### src/rtl/cfg_pkg.sv
package cfg_pkg;

    localparam logic [3:0] CMD_CFG_RD = 4'b1010;
    localparam logic [3:0] CMD_CFG_WR = 4'b1011;

    typedef enum logic [1:0] {
        ST_IDLE,
        ST_XFER,
        ST_RETRY,
        ST_DISC
    } tgt_state_e;

    typedef struct packed {
        logic       hit;
        logic       wr;
        logic [5:0] idx;
    } addr_dec_t;

    // Expand active-low byte enables to a 32-bit lane mask
    function automatic logic [31:0] lane_mask(input logic [3:0] be_n);
        logic [31:0] m;
        for (int k = 0; k < 4; k++) begin
            m[8*k +: 8] = {8{~be_n[k]}};
        end
        return m;
    endfunction

    // Merge write data into an old value under lane and writability masks
    function automatic logic [31:0] merge_write(input logic [31:0] old_v,
                                                input logic [31:0] wdata,
                                                input logic [3:0]  be_n,
                                                input logic [31:0] wmask);
        logic [31:0] sel;
        sel = lane_mask(be_n) & wmask;
        return (old_v & ~sel) | (wdata & sel);
    endfunction

endpackage

### src/rtl/cfg_decode.sv
module cfg_decode
    import cfg_pkg::*;
(
    input  logic       idsel,
    input  logic [3:0] cmd,
    input  logic [7:0] ad_lo,
    output addr_dec_t  dec
);
    logic is_rd;
    logic is_wr;

    always_comb begin
        is_rd   = (cmd == CMD_CFG_RD);
        is_wr   = (cmd == CMD_CFG_WR);
        dec.hit = idsel && (is_rd || is_wr) && (ad_lo[1:0] == 2'b00);
        dec.wr  = is_wr;
        dec.idx = ad_lo[7:2];
    end
endmodule

### src/rtl/cfg_fsm.sv
module cfg_fsm
    import cfg_pkg::*;
(
    input  logic       clk,
    input  logic       rst,
    input  logic       frame,
    input  logic       irdy,
    input  logic       init_done,
    input  addr_dec_t  dec,
    output logic       devsel,
    output logic       trdy,
    output logic       stop,
    output logic       idle,
    output logic [5:0] cur_idx,
    output logic       cur_wr,
    output logic       wr_en
);
    tgt_state_e st;

    always_ff @(posedge clk) begin
        if (rst) begin
            st      <= ST_IDLE;
            cur_idx <= '0;
            cur_wr  <= 1'b0;
        end else begin
            case (st)
                ST_IDLE: begin
                    if (frame && dec.hit) begin
                        st      <= init_done ? ST_XFER : ST_RETRY;
                        cur_idx <= dec.idx;
                        cur_wr  <= dec.wr;
                    end
                end
                ST_XFER: begin
                    if (irdy) st <= frame ? ST_DISC : ST_IDLE;
                end
                ST_RETRY: begin
                    if (!frame) st <= ST_IDLE;
                end
                ST_DISC: begin
                    if (!frame) st <= ST_IDLE;
                end
                default: st <= ST_IDLE;
            endcase
        end
    end

    always_comb begin
        idle   = (st == ST_IDLE);
        devsel = (st != ST_IDLE);
        trdy   = (st == ST_XFER);
        stop   = (st == ST_RETRY) || (st == ST_DISC) || ((st == ST_XFER) && frame);
        wr_en  = (st == ST_XFER) && irdy && cur_wr;
    end
endmodule

### src/rtl/cfg_regfile.sv
module cfg_regfile
    import cfg_pkg::*;
#(
    parameter logic [15:0] VENDOR_ID = 16'h1AB5,
    parameter logic [15:0] DEVICE_ID = 16'h7C21,
    parameter logic [15:0] CMD_WMASK = 16'h0547,
    parameter logic [31:0] BAR_MASK  = 32'hFFFF_F000,
    parameter int          NUM_BARS  = 2,
    parameter int          BAR_FIRST = 4,
    parameter int          IDX_W     = 6
) (
    input  logic             clk,
    input  logic             rst,
    input  logic             wr_en,
    input  logic [IDX_W-1:0] idx,
    input  logic [31:0]      wdata,
    input  logic [3:0]       be_n,
    output logic [31:0]      rdata
);
    localparam logic [IDX_W-1:0] IDX_ID  = IDX_W'(0);
    localparam logic [IDX_W-1:0] IDX_CMD = IDX_W'(1);

    logic [15:0] cmd_q;
    logic [31:0] bar_q [NUM_BARS];

    always_ff @(posedge clk) begin
        if (rst) begin
            cmd_q <= '0;
        end else if (wr_en && idx == IDX_CMD) begin
            cmd_q <= merge_write({16'h0, cmd_q}, wdata, be_n, {16'h0, CMD_WMASK})
                     [15:0];
        end
    end

    for (genvar b = 0; b < NUM_BARS; b++) begin : g_bar
        localparam logic [IDX_W-1:0] MY_IDX = IDX_W'(BAR_FIRST + b);
        always_ff @(posedge clk) begin
            if (rst) begin
                bar_q[b] <= '0;
            end else if (wr_en && idx == MY_IDX) begin
                bar_q[b] <= merge_write(bar_q[b], wdata, be_n, BAR_MASK);
            end
        end
    end

    always_comb begin
        rdata = '0;
        if (idx == IDX_ID)  rdata = {DEVICE_ID, VENDOR_ID};
        if (idx == IDX_CMD) rdata = {16'h0, cmd_q};
        for (int b = 0; b < NUM_BARS; b++) begin
            if (idx == IDX_W'(BAR_FIRST + b)) rdata = bar_q[b];
        end
    end
endmodule

### src/rtl/cfg_target.sv
module cfg_target
    import cfg_pkg::*;
#(
    parameter logic [15:0] VENDOR_ID = 16'h1AB5,
    parameter logic [15:0] DEVICE_ID = 16'h7C21,
    parameter logic [15:0] CMD_WMASK = 16'h0547,
    parameter logic [31:0] BAR_MASK  = 32'hFFFF_F000,
    parameter int          NUM_BARS  = 2,
    parameter int          BAR_FIRST = 4
) (
    input  logic        clk,
    input  logic        rst,
    input  logic        init_done,
    input  logic        idsel,
    input  logic        frame,
    input  logic        irdy,
    input  logic [3:0]  cbe,
    input  logic [31:0] ad_in,
    output logic [31:0] ad_out,
    output logic        trdy,
    output logic        stop,
    output logic        devsel
);
    localparam int CFG_DWORDS = 64;
    localparam int IDX_W      = $clog2(CFG_DWORDS);

    addr_dec_t   dec;
    logic        fsm_idle;
    logic [5:0]  cur_idx;
    logic        cur_wr;
    logic        wr_en;
    logic [31:0] rdata;

    cfg_decode u_dec (
        .idsel (idsel),
        .cmd   (cbe),
        .ad_lo (ad_in[7:0]),
        .dec   (dec)
    );

    cfg_fsm u_fsm (
        .clk       (clk),
        .rst       (rst),
        .frame     (frame),
        .irdy      (irdy),
        .init_done (init_done),
        .dec       (dec),
        .devsel    (devsel),
        .trdy      (trdy),
        .stop      (stop),
        .idle      (fsm_idle),
        .cur_idx   (cur_idx),
        .cur_wr    (cur_wr),
        .wr_en     (wr_en)
    );

    cfg_regfile #(
        .VENDOR_ID (VENDOR_ID),
        .DEVICE_ID (DEVICE_ID),
        .CMD_WMASK (CMD_WMASK),
        .BAR_MASK  (BAR_MASK),
        .NUM_BARS  (NUM_BARS),
        .BAR_FIRST (BAR_FIRST),
        .IDX_W     (IDX_W)
    ) u_rf (
        .clk   (clk),
        .rst   (rst),
        .wr_en (wr_en),
        .idx   (IDX_W'(cur_idx)),
        .wdata (ad_in),
        .be_n  (cbe),
        .rdata (rdata)
    );

    assign ad_out = (trdy && !cur_wr) ? rdata : '0;
endmodule

### config.mk
export PLATFORM = sky130hd
export DESIGN_NAME = cfg_target
export DESIGN_NICKNAME = d
export VERILOG_FILES = /design/src/rtl/cfg_pkg.sv /design/src/rtl/cfg_decode.sv /design/src/rtl/cfg_fsm.sv /design/src/rtl/cfg_regfile.sv /design/src/rtl/cfg_target.sv
export SDC_FILE = /design/constraint.sdc
export NUM_CORES = 1
export LEC_CHECK = 0
export BUFFER_PORTS_ARGS = -buffer_cell sky130_fd_sc_hd__buf_2
export CORE_MARGIN = 1
export CORE_UTILIZATION = 49
export DETAILED_ROUTE_END_ITERATION = 7
export PLACE_DENSITY = 0.78
export RECOVER_POWER = 100
export SYNTH_ARGS = -nofsm -noshare
export SYNTH_HDL_FRONTEND = slang
export SYNTH_SLANG_ARGS = --single-unit
### constraint.sdc
create_clock -name clk -period 4 [get_ports clk]
set_clock_uncertainty 0.05 [all_clocks]
set_input_delay 0.6 -clock clk [delete_from_list [all_inputs] [get_ports clk]]
set_output_delay 0.6 -clock clk [all_outputs]
set_load 0.05 [all_outputs]
## Yosys cells after proc, flatten, opt, wreduce, memory -nomap -nowiden

Memories as Yosys holds them, arrays and structs flattened.
Index checks and enable logic that the tools add are counted.

- $add $sub $neg: 0
- Multiply operators: 0
- Div/mod/pow operators: 0
- Magnitude comparators: 0
- Equal/unequal tests: 11
- Shift operators: 0
- Multiplexer cells: 21
- Bitwise gates (word level): 16
- Reduce and logical (&&, ||, !) cells: 21

Operators with widths:

| operator | count |
|---|---|
| $mux 32 | 5 |
| $and 32x32->32 | 3 |
| $or 32x32->32 | 2 |
| $mux 31 | 2 |
| $not 32->32 | 1 |
| $and 16x11->16 | 1 |
| $and 16x16->16 | 1 |
| $not 11->16 | 1 |
| $or 16x16->16 | 1 |
| $eq 6x3->1 const B | 2 |
| $logic_and 1x1->1 | 10 |
| $mux 2 | 5 |
| $eq 4x4->1 const B | 2 |
| $mux 1 | 8 |
| $eq 6x1->1 const B | 1 |
| $logic_not 6->1 | 1 |
| $pmux 2 s3 | 1 |
| $eq 2x2->1 const B | 2 |
| $logic_not 2->1 | 2 |
| $ne 2x2->1 const B | 2 |
| $not 1->1 | 4 |
| $logic_or 1x1->1 | 3 |
| $reduce_and 3->1 | 1 |
| $eq 2x1->1 const B | 1 |
| 6 further kinds | 7 |

- Bits in registers: 25
- Bits in latches: 0
- Bits in writable memories: 64
- Memory bits (read-only): 0
- Input bits: 42
- Output and inout bits: 35
- Word-level logic and storage cells: 74
- Memories kept: 1

Memories:

| name | words | width | rd ports | clocked after Yosys merged registers in | wr ports | RTL line | text |
|---|---|---|---|---|---|---|---|
| u_rf.bar_q | 2 | 32 | 2 | 0 | 2 | cfg_regfile.sv:24 | `logic [31:0] bar_q [NUM_BARS];` |

## Longest topological paths before layout

- Depth after elaboration: 8
- Depth in mapped cells: 6
- Mapped depth without buffers: 3

## By module

From an unflattened synthesis, not the netlist that was laid out.

- Cell total of the unflattened synthesis: 345
- Area, all modules: 3413.3 um2

Modules (own cells, without submodules):

| module | times used | cells each | area each (um2) | seq. area each (um2) |
|---|---|---|---|---|
| cfg_regfile | 1 | 250 | 2516.2 | 1321.3 |
| cfg_fsm | 1 | 46 | 444.2 | 180.2 |
| cfg_target | 1 | 38 | 357.8 | 0.0 |
| cfg_decode | 1 | 11 | 95.1 | 0.0 |

## Least setup slack after synthesis

OpenSTA, ideal clock, no wires.

- Kind: register to output
- Start point: register u_fsm.cur_idx[1]
- End point: output ad_out[12]
- Arrival time: 2.346 ns
- Required time: 3.350 ns
- Setup slack: 1.004 ns
- Cell stages (with the launch flop): 6
- Buffers on the path: 2
- Cells stage by stage: dfxtp_1 buf_4 nor3b_1 buf_2 nand3_1 a221oi_1

- Word-level cells in the longest chain between the ends: 6
- Elaborated cells between the ends (all ways): 9
- Classes of those cells: 3 x eq/ne; 5 x mux; 1 x reduce/logical

RTL lines:

| element | RTL line | text |
|---|---|---|
| start, declared | cfg_fsm.sv:14 | `output logic [5:0] cur_idx,` |
| start signal, assigned | cfg_fsm.sv:30 | `cur_idx <= dec.idx;` |
| $logic_not 6->1 | cfg_regfile.sv:48 | `if (idx == IDX_ID) rdata = {DEVICE_ID, VENDOR_ID};` |
| $mux 31 | cfg_regfile.sv:48 |  |
| $mux 31 | cfg_regfile.sv:49 | `if (idx == IDX_CMD) rdata = {16'h0, cmd_q};` |
| $mux 32 | cfg_regfile.sv:51 | `if (idx == IDX_W'(BAR_FIRST + b)) rdata = bar_q[b];` |
| $mux 32 * | cfg_regfile.sv:51 |  |
| $mux 32 * | cfg_target.sv:75 | `assign ad_out = (trdy && !cur_wr) ? rdata : '0;` |
| end, declared | cfg_target.sv:19 | `output logic [31:0] ad_out,` |

Every way passes the cells marked *; elsewhere a longest branch is shown, timed or not.

## Worst setup path in the final report

- Start point: register u_fsm.cur_idx[3]
- End point: output ad_out[21]

The elaborated chain is that of the path after synthesis.

==> impl_metrics.csv <==
group,metric,value,unit
power,leakage,1.26,nW
global_route,wire_length_of_the_first_global_routing_pass,12000,um
clock_network,clk-insertion-delay-late,0.30,ns
placed_design,gp_routability_congestion,0.825,
detailed_routing,avgRoutedWirePerCell,16.6,um
clock_network,tritoncts_clock_tree,"built",
setup_path,worst_setup_path_end_kind,"output port",
placed_design,dp_hpwl,4890,um
detailed_routing,vias_per_cell,5.90,
flow_run,cap_viol_max_count,0,
timing,setup_viol_count_final,0,
power,p_int,0.772,mW
timing,shortest_clock_period_the_worst_path_allows_after_layout,3.51,ns
floorplanning,num_rows,28,
placed_design,place.detailed.instances,451,
detailed_routing,ant_nets,0,
synthesis,post_synth_num_cell_types,37,
cells_and_area,nNetsFinal,425,
cells_and_area,antenna_cells_inserted,0,
clock_network,cts_max_path_buffers,2,
setup_path,worst_ep_required_time,3.35,ns
hold_path,worst_hold_path_type,"reg2reg",
clock_network,cts_root_buf,"clkbuf_8",
floorplanning,die-height,81.1,um
setup_path,crit_type,"reg2out",
timing,period_utilization,87.8,%
timing,final_hold_violation_count,0,
synthesis,synth_cells,334,
synthesis,synth.net_count,376,
power,power_density,295,nW/um^2
cells_and_area,multi_input_area,1320,sq um
power,p_sw_share,23.6,%
synthesis,synth_seq_cells,55,
timing,setup_total_negative_slack,0,ns
power,clock_power_share,29.9,%
detailed_routing,drt_iter0_markers,274,
timing,rsz0062_at_grt,"false",
global_route,grt_antenna_before_repair,0,
timing,slew_violations,0,
synthesis,synth-edff-count,40,
cells_and_area,final_layout_size_suffix_gt1_share,18.5,%
floorplanning,start_util,51.2,%
setup_path,start_kind,"flip-flop",
clock_network,clk_transition_reported_paths,0.09,ns
clock_network,cts.repair.resized,0,
setup_path,timing.critical_path.arrival,2.86,ns
global_route,grt_max_degree,26,
clock_network,post-cts-setup-buffer-count,0,
floorplanning,pin_count,77,
clock_network,cts_buffers,5,
clock_network,htreeDepth,2,
floorplanning,fp.dieW,81.1,um
cells_and_area,fill_cells,540,
synthesis,yosys_warnings,0,
cells_and_area,regArea,1500,sq um
power,p_seq_share,62.4,%
synthesis,synth.avg_cell_area,9.18,sq um
global_route,grtUsageTotal,23.9,%
global_route,first_global_vias,2411,
synthesis,ys_seq_area_share,49.0,%
floorplanning,floorplan.core_area,5990,sq um
detailed_routing,route.detailed.drc,0,
power,combPwrFrac,7.6,%
synthesis,post_synth_instance_area,3070,sq um
synthesis,async_flop_share,0,%
setup_path,critPathMaxFanout,15,
power,switching_power,0.239,mW
clock_network,cts_num_sinks,55,
clock_network,cts_hold_buffers,0,
setup_path,setup.worst_path.start,"u_fsm.cur_idx[3]",
status,outcome,"completed",
cells_and_area,postLayoutCellArea,3420,sq um
timing,worst-slew-pin-transition,1.11,ns
timing,fmaxAchievable,285,MHz
power,power,1.01,mW
detailed_routing,detailedRoute.firstPassIterationCount,5,
global_route,globalRouteOverflowTotal,0,
placed_design,numPortBuffers,73,
floorplanning,die_footprint,6580,sq um
detailed_routing,via_count,2709,
cells_and_area,fin_util,57.2,%
timing,slew_headroom,25.6,%
cells_and_area,syn_to_final_growth,11.7,%
cells_and_area,layout_common_cells,"a21oi_1 (59), buf_2 (51), nand2_1 (42), edfxtp_1 (40), nand3_1 (33)",
detailed_routing,drt_wl_total,7640,um
cells_and_area,post_layout_instance_count_excluding_filler_cells,459,
setup_path,rr_startpoint,"u_fsm.cur_idx[3]",
synthesis,synthFlopType,"edfxtp_1",
placed_design,placed_area,3390,sq um
cells_and_area,final_common_cell,"a21oi_1",
power,ir_worst_vdd,163,uV
-- synthesized netlist by cell type (5+ instances only) --
cell type	count	area, sq um
a221oi_1	8	70.1
a311oi_1	7	61.3
and3_1	5	31.3
nand4_1	9	56.3
o31ai_1	6	45.0
a21oi_1	59	295
inv_1	17	63.8
a31o_2	7	61.3
clkbuf_1	15	56.3
edfxtp_1	40	1200
dfxtp_1	15	300
nand3_1	33	165
buf_4	7	52.6
buf_2	12	60.1
nand2_1	42	158
nand2b_1	20	125
-- metal layers --
layer	GRT usage, %	vias up	part of all wire [%]
met3	4.83	2	6.6
met1	33.7	1287	44
met5	0	-	0
met4	6.07	0	0.47
li1	-	1307	-
met2	37.5	113	49
-- through the flow --
stage | setup WS, ns | hold slack (ns)
2_1_floorplan | 1.00 | 0.390
3_3_place_gp | 1.18 | 0.402
3_5_place_dp | 1.13 | 0.406
4_1_cts | 0.799 | 0.419
5_1_grt | 0.335 | 0.442
6_report | 0.486 | 0.417
-- critical path, cell delays in order (launching register included) --
cell and delay [ns]:
dfxtp_1 0.38, nor3_1 0.90, buf_4 0.37, nand3_1 0.10
a221oi_1 0.31, clkbuf_1 0.50
-- power groups by stage --
stage          clock network [mW]  logic (mW)  registers [mW]
2_1_floorplan                   0      0.0463           0.641
3_3_place_gp                    0      0.0764           0.643
3_5_place_dp                    0      0.0769           0.644
4_1_cts                     0.304      0.0771           0.631
5_1_grt                     0.325      0.0848           0.633
6_report                    0.302      0.0773           0.631
-- final cells by class --
cell class / count / share of cell area (%)
inverters: 17 / 1.86
well taps: 75 / 2.74
multi-input cells: 227 / 38.5
flip-flops and latches: 55 / 43.8
repair buffers: 77 / 10.5
clock buffers: 6 / 2.12
clock inverters: 2 / 0.365
-- cell families (layout without fill, tap and decap cells) --
group / Yosys count / after routing / share of synthesized area, %
AOI/OAI and AO/OA: 94 / 94 / 19.1
DFF: 55 / 55 / 49.0
buffers and inverters: 52 / 102 / 7.71
other: 1 / 1 / 0.122
and+or+nand+nor: 131 / 131 / 23.8
xor gates and xnor gates: 1 / 1 / 0.286
-- path summary, 6_finish.rpt --
path              slack, ns                 to  cells after the start
hold reg to reg        0.42          flip-flop                      2
hold / removal         0.42          flip-flop                      2
setup / recovery       0.49         ad_out[21]                      5
setup reg to reg       1.09  u_rf.bar_q[0][31]                      4
Power figures use the tool's default switching activity.
